--- config.mk ---
export PLATFORM = sky130hd
export DESIGN_NAME = miss_dep_tracker
export DESIGN_NICKNAME = d
export VERILOG_FILES = /design/src/rtl/mdt_pkg.sv /design/src/rtl/mdt_entries.sv /design/src/rtl/mdt_ctrl.sv /design/src/rtl/miss_dep_tracker.sv
export SDC_FILE = /design/constraint.sdc
export NUM_CORES = 1
export LEC_CHECK = 0
export ABC_AREA = 0
export BUFFER_PORTS_ARGS = -buffer_cell sky130_fd_sc_hd__buf_4
export CORE_AREA = 2 2 193 195
export DETAILED_ROUTE_END_ITERATION = 6
export DIE_AREA = 0 0 195 197
export HOLD_SLACK_MARGIN = 0.1
export SLEW_MARGIN = 20
export SYNTH_ARGS = -nofsm -noshare
export SYNTH_HDL_FRONTEND = slang
export SYNTH_SLANG_ARGS = --single-unit
--- constraint.sdc ---
create_clock -name clk -period 3.6 [get_ports clk]
set_input_delay 0.54 -clock clk [delete_from_list [all_inputs] [get_ports clk]]
set_output_delay 0.54 -clock clk [all_outputs]
set_load 0.01 [all_outputs]
--- src/rtl/mdt_pkg.sv ---
package mdt_pkg;

  // Strobes from the control half to the entry datapath
  typedef struct packed {
    logic allocEn;
    logic freeEn;
    logic depEn;
    logic depBr;
  } mdt_strobe_t;

endpackage

--- src/rtl/mdt_entries.sv ---
module mdt_entries
  import mdt_pkg::*;
#(
  parameter int unsigned NUM_ENTRIES = 8,
  parameter int unsigned AW          = 16,
  parameter int unsigned CNT_W       = 3,
  localparam int unsigned IDX_W      = $clog2(NUM_ENTRIES)
) (
  input  logic                   clk,
  input  logic                   rstN,
  input  mdt_strobe_t            st,
  input  logic [IDX_W-1:0]       allocIdx,
  input  logic [AW-1:0]          allocAddr,
  input  logic [IDX_W-1:0]       freeIdx,
  input  logic [IDX_W-1:0]       depIdx,
  input  logic [AW-1:0]          fillAddr,
  input  logic [AW-1:0]          probeAddr,
  input  logic [CNT_W-1:0]       critThresh,
  output logic [NUM_ENTRIES-1:0] validVec,
  output logic [NUM_ENTRIES-1:0] fillHitVec,
  output logic [NUM_ENTRIES-1:0] critVec,
  output logic                   probeHit
);

  localparam logic [CNT_W-1:0] CNT_MAX = {CNT_W{1'b1}};

  logic [NUM_ENTRIES-1:0] probeHitVec;

  for (genvar e = 0; e < NUM_ENTRIES; e++) begin : g_entry
    logic             valid;
    logic [AW-1:0]    addr;
    logic [CNT_W-1:0] cnt;
    logic             brSeen;

    always_ff @(posedge clk) begin
      if (!rstN) begin
        valid  <= 1'b0;
        addr   <= '0;
        cnt    <= '0;
        brSeen <= 1'b0;
      end else if (st.allocEn && allocIdx == IDX_W'(e)) begin
        valid  <= 1'b1;
        addr   <= allocAddr;
        cnt    <= '0;
        brSeen <= 1'b0;
      end else if (st.freeEn && freeIdx == IDX_W'(e)) begin
        valid  <= 1'b0;
      end else if (st.depEn && depIdx == IDX_W'(e) && valid) begin
        if (cnt != CNT_MAX) cnt <= cnt + 1'b1;
        brSeen <= brSeen | st.depBr;
      end
    end

    assign validVec[e]    = valid;
    assign fillHitVec[e]  = valid && (addr == fillAddr);
    assign probeHitVec[e] = valid && (addr == probeAddr);
    assign critVec[e]     = brSeen || (cnt > critThresh);
  end

  assign probeHit = |probeHitVec;

endmodule

--- src/rtl/mdt_ctrl.sv ---
module mdt_ctrl
  import mdt_pkg::*;
#(
  parameter int unsigned NUM_ENTRIES = 8,
  localparam int unsigned IDX_W      = $clog2(NUM_ENTRIES)
) (
  input  logic                   allocValid,
  input  logic                   depValid,
  input  logic [IDX_W-1:0]       depIdx,
  input  logic                   depIsBranch,
  input  logic                   fillValid,
  input  logic [NUM_ENTRIES-1:0] validVec,
  input  logic [NUM_ENTRIES-1:0] fillHitVec,
  input  logic [NUM_ENTRIES-1:0] critVec,
  output mdt_strobe_t            st,
  output logic [IDX_W-1:0]       allocIdx,
  output logic [IDX_W-1:0]       freeIdx,
  output logic                   allocFull,
  output logic                   fillCritical,
  output logic                   fillNoMatch
);

  logic anyFree;
  logic anyMatch;

  // Lowest-numbered free entry
  always_comb begin
    anyFree  = 1'b0;
    allocIdx = '0;
    for (int i = NUM_ENTRIES - 1; i >= 0; i--) begin
      if (!validVec[i]) begin
        anyFree  = 1'b1;
        allocIdx = IDX_W'(i);
      end
    end
  end

  // Lowest-numbered entry matching the fill
  always_comb begin
    anyMatch = 1'b0;
    freeIdx  = '0;
    for (int i = NUM_ENTRIES - 1; i >= 0; i--) begin
      if (fillHitVec[i]) begin
        anyMatch = 1'b1;
        freeIdx  = IDX_W'(i);
      end
    end
  end

  assign allocFull    = !anyFree;
  assign fillNoMatch  = fillValid && !anyMatch;
  assign fillCritical = fillValid && (anyMatch ? critVec[freeIdx] : 1'b1);

  always_comb begin
    st.allocEn = allocValid && anyFree;
    st.freeEn  = fillValid && anyMatch;
    st.depEn   = depValid && validVec[depIdx];
    st.depBr   = depIsBranch;
  end

endmodule

--- src/rtl/miss_dep_tracker.sv ---
module miss_dep_tracker
  import mdt_pkg::*;
#(
  parameter int unsigned NUM_ENTRIES = 8,
  parameter int unsigned AW          = 16,
  parameter int unsigned CNT_W       = 3,
  localparam int unsigned IDX_W      = $clog2(NUM_ENTRIES)
) (
  input  logic             clk,
  input  logic             rstN,
  input  logic [CNT_W-1:0] critThresh,
  input  logic             allocValid,
  input  logic [AW-1:0]    allocAddr,
  output logic [IDX_W-1:0] allocIdx,
  output logic             allocFull,
  input  logic             depValid,
  input  logic [IDX_W-1:0] depIdx,
  input  logic             depIsBranch,
  input  logic             fillValid,
  input  logic [AW-1:0]    fillAddr,
  output logic             fillCritical,
  output logic             fillNoMatch,
  input  logic [AW-1:0]    probeAddr,
  output logic             probeHit
);

  mdt_strobe_t            st;
  logic [IDX_W-1:0]       freeIdx;
  logic [NUM_ENTRIES-1:0] validVec;
  logic [NUM_ENTRIES-1:0] fillHitVec;
  logic [NUM_ENTRIES-1:0] critVec;

  mdt_ctrl #(.NUM_ENTRIES(NUM_ENTRIES)) u_ctrl (
    .allocValid  (allocValid),
    .depValid    (depValid),
    .depIdx      (depIdx),
    .depIsBranch (depIsBranch),
    .fillValid   (fillValid),
    .validVec    (validVec),
    .fillHitVec  (fillHitVec),
    .critVec     (critVec),
    .st          (st),
    .allocIdx    (allocIdx),
    .freeIdx     (freeIdx),
    .allocFull   (allocFull),
    .fillCritical(fillCritical),
    .fillNoMatch (fillNoMatch)
  );

  mdt_entries #(.NUM_ENTRIES(NUM_ENTRIES), .AW(AW), .CNT_W(CNT_W)) u_entries (
    .clk        (clk),
    .rstN       (rstN),
    .st         (st),
    .allocIdx   (allocIdx),
    .allocAddr  (allocAddr),
    .freeIdx    (freeIdx),
    .depIdx     (depIdx),
    .fillAddr   (fillAddr),
    .probeAddr  (probeAddr),
    .critThresh (critThresh),
    .validVec   (validVec),
    .fillHitVec (fillHitVec),
    .critVec    (critVec),
    .probeHit   (probeHit)
  );

endmodule

==> summary.txt <==
Outcome
  • Status: complete, no violations

GRT
  • Vias in the first global route: 8,891
  • GRT overflow: 0
  • Initial antenna violation count: 1
  • First-pass GRT wire length: 63.1 mm
  • Largest net degree at the start of global routing: 79
  • All-Layer GR Usage: 0.231

Floorplan
  • Die H: roughly 200 microns
  • Top Ports: 67
  • Initial core utilization: 0.297
  • Row count: 70
  • Core area: 0.0363 sq mm
  • Die area: between 0.03 and 0.04 sq mm
  • Die width: between 150 and 200 microns

Clock network
  • CTS tree: yes
  • Reg clk slew, reported paths: 0.08 ns
  • Num CTS Buffers: 17
  • CTS Buffer Depth: 2
  • CTS sink count: about 170
  • CTS root buffer: clkbuf_16
  • Clk_lat worst skew: ~0.46 ns
  • CTS H-tree lvls: 4
  • Hold Buf Count CTS: 0

STA
  • Final hold violation count: 0
  • Fin. max-slew vios: 0
  • Clk_skew: 0.0195 ns
  • Setup ws final: 0.0498 ns
  • Min Tclk post-route: around 3.6 ns
  • Final Cycle Share: 0.986
  • Setup TNS: 0 ns
  • Worst Tran Pin Value: 1.06 ns
  • Final setup violation count: 0
  • Worst slew margin: 0.292
  • Max Freq: between 200 and 300 MHz

Finish
  • N_diodes: 0
  • Leading cell type in the layout, fill and taps excluded: xnor2_1
  • Non-filler instance count after layout: 1,760
  • Share of cells above drive strength 1: 0.156
  • Commonest cells after routing, fill and taps aside: 179 x xnor2_1, 162 x dfxtp_1, 131 x buf_4
  • Post-layout net count: approximately 1,400
  • Synth-to-layout area growth: 17.4%
  • Final core occ: 0.348

Power
  • Switching Fraction: 0.287
  • Switching power of the nets: between 1 and 1.5 mW
  • Internal power: 3.19 mW
  • Pwr Density: 354 mW/mm^2
  • Sequential share of power: 0.427
  • Combinational power share: 0.142
  • Leakage: between 4 and 5 nW
  • Tot Pwr: roughly 4.5 mW
  • Max VDD drop: approximately 0.33 mV
  • Clock power frac: 0.431

Setup path
  • Setup CP Type: reg2out
  • CP startpoint kind: register
  • Worst r2r dst: u_entries.g_entry[6].cnt[1]$_SDFFE_PP0P_
  • RR Startpoint: u_entries.g_entry[7].addr[6]$_SDFFE_PN0P_
  • CP max stage cell: dfxtp_1
  • R2r worst-path depth: 11
  • Worst path bufs/invs: 1
  • Worst EP required: around 3 ns
  • Worst-path cell chain: xnor2_1 > nor4b_1 > and4bb_2 > nand4_1 > a21boi_1 > nand2_2 > a32o_1 > nor3_2 > buf_4
  • Worst Path Arrival: between 3 and 4 ns
  • Delay-heaviest family, CP: simple AND/OR/NAND/NOR gates
  • Reg2Reg Setup Slack: roughly 0.81 ns
  • Largest stage delay on the critical path: 0.36 ns
  • Max FO, Critical Path: 7
  • CP Capture Type: primary output

Logic synthesis
  • Syn_nets: about 1,300
  • Mapped Area: 0.0108 sq mm
  • #FFs+latches synth: approximately 170
  • Cells after synthesis: around 1,200
  • Async SR Flop Fraction: 0
  • Synth unique cells: 58
  • Ranking of synthesized cells by area: dfxtp_1 31%, xnor2_1 15%, mux2i_1 9.0%
  • Top cell type's share of synthesized area: 0.313
  • Number of flops mapped to enable cells by yosys: 0
  • Primary FF master, synth: dfxtp_1
  • Syn_area_per_cell: around 8.8 sq um
  • Warnings, synthesis: 0
  • Cell taking the most area after synthesis: dfxtp_1
  • Post-synthesis sequential area ratio: 0.313

Route
  • DRT Pass-1 Iters: 5
  • Via density: around 5.1
  • WL final: 44.2 mm
  • Wire per inst: ~25 microns
  • Post-DRT Antenna Nets: 0
  • Initial DRC count: approximately 680
  • Vias: 8,934
  • Residual DRC: 0

Hold path
  • Hold_sp: allocAddr[12]
  • Worst hold endpoint: u_entries.g_entry[2].addr[12]$_SDFFE_PN0P_
  • Hold path depth: 3
  • Worst min-delay path class: in2reg

Place
  • Gpl congestion: 0.978
  • Placed cells: 1,728
  • Post-place setup slack: 0.0775 ns
  • Detailed placer's ending HPWL: 35.4 mm
  • Quantity of I/O buffers inserted on ports: 66

Run
  • Max cap viols: 0
how the worst max path moves through the flow:
stage                              end  depth (start not counted)  slack [ns]                                       start
after CTS                 fillCritical                         11       0.009  u_entries.g_entry[3].addr[13]$_SDFFE_PN0P_
after detailed placement  fillCritical                         12        0.08                                fillAddr[14]
after global placement    fillCritical                         12        0.17                                fillAddr[13]
after global routing      fillCritical                         10       -0.04   u_entries.g_entry[2].addr[7]$_SDFFE_PN0P_
final                     fillCritical                          9        0.05   u_entries.g_entry[2].addr[7]$_SDFFE_PN0P_
after floorplan           fillCritical                          9        0.55                                fillAddr[14]
final cells by class:
type / instances / area [sq um]
fillers: 3776 / 23600
multi-input cells: 936 / 7000
flip-flops and latches: 168 / 3370
repair buffers: 131 / 983
well taps: 468 / 586
clock buffers: 19 / 453
clock inverters: 13 / 144
inverters: 25 / 93.8
power by group through the flow:
stage	logic [mW]	clock network, mW	registers, mW
6_report	0.632	1.93	1.91
5_1_grt	0.669	2.02	1.91
4_1_cts	0.627	1.95	1.91
3_5_place_dp	0.623	0	1.95
3_3_place_gp	0.624	0	1.95
2_1_floorplan	0.371	0	1.94
through the flow:
stage               hold WS [ns]  area, sq um
global route               0.404        12600
global placement           0.449        12000
floorplan                  0.437        10800
finish                     0.395        12600
detailed placement         0.464        12000
CTS                        0.388        12600
flip-flops by register name, indices dropped and copies added (netlist names):
register	cells
u_entries.g_entry.cnt	24
u_entries.g_entry.valid	8
u_entries.g_entry.brSeen	8
u_entries.g_entry.addr	128
cell usage after synthesis, types with 3 or more instances:
| cell | instances |
|---|---|
| clkbuf_1 | 63 |
| xnor2_1 | 180 |
| a21o_1 | 8 |
| xor2_1 | 84 |
| o21ai_0 | 4 |
| o211ai_1 | 3 |
| nor4b_1 | 5 |
| nor2_1 | 53 |
| nand3_1 | 12 |
| a21boi_0 | 56 |
| a21oi_1 | 11 |
| and3_1 | 3 |
| nor2b_1 | 81 |
| dfxtp_1 | 168 |
| nand4_1 | 46 |
| nand4b_1 | 3 |
| ha_1 | 40 |
| nor4_1 | 33 |
| o21a_1 | 8 |
| a31oi_1 | 17 |
| nor3_1 | 12 |
| buf_2 | 20 |
| nand2_1 | 130 |
| o21ai_2 | 3 |
| inv_1 | 25 |
| mux2i_1 | 97 |
| nand2b_1 | 7 |
| and2_1 | 3 |
layer usage:
metal  share of wire  vias to the layer above  global-route usage  routed length [microns]
met5         0.00018                        -                   0                        8
met4           0.033                        2              0.0845                     1480
met3           0.062                       68              0.0459                     2740
met2            0.46                      279               0.378                    20400
met1            0.44                     4356               0.303                    19500
li1                -                     4229                   -                        -
kinds of logic after synthesis:
| group | synth area share |
|---|---|
| simple gates | 0.204 |
| mux | 0.0945 |
| buf+inv | 0.0442 |
| flops | 0.313 |
| compound gates | 0.0813 |
| xor+xnor | 0.217 |
| fa+ha+maj | 0.0465 |
worst min-delay path: stages:
cell and delay (ns):
buf_4 0.15, nand2_1 0.06, a21boi_0 0.07
timing repair:
action	CTS	global route
pin swaps	0	1
setup buffers	0	0
resized for setup	3	13
endpoints found under the hold margin	0	0
endpoints found under the setup margin	1	1
cloned	0	0
Note: power is estimated with default switching activity, not from simulation.
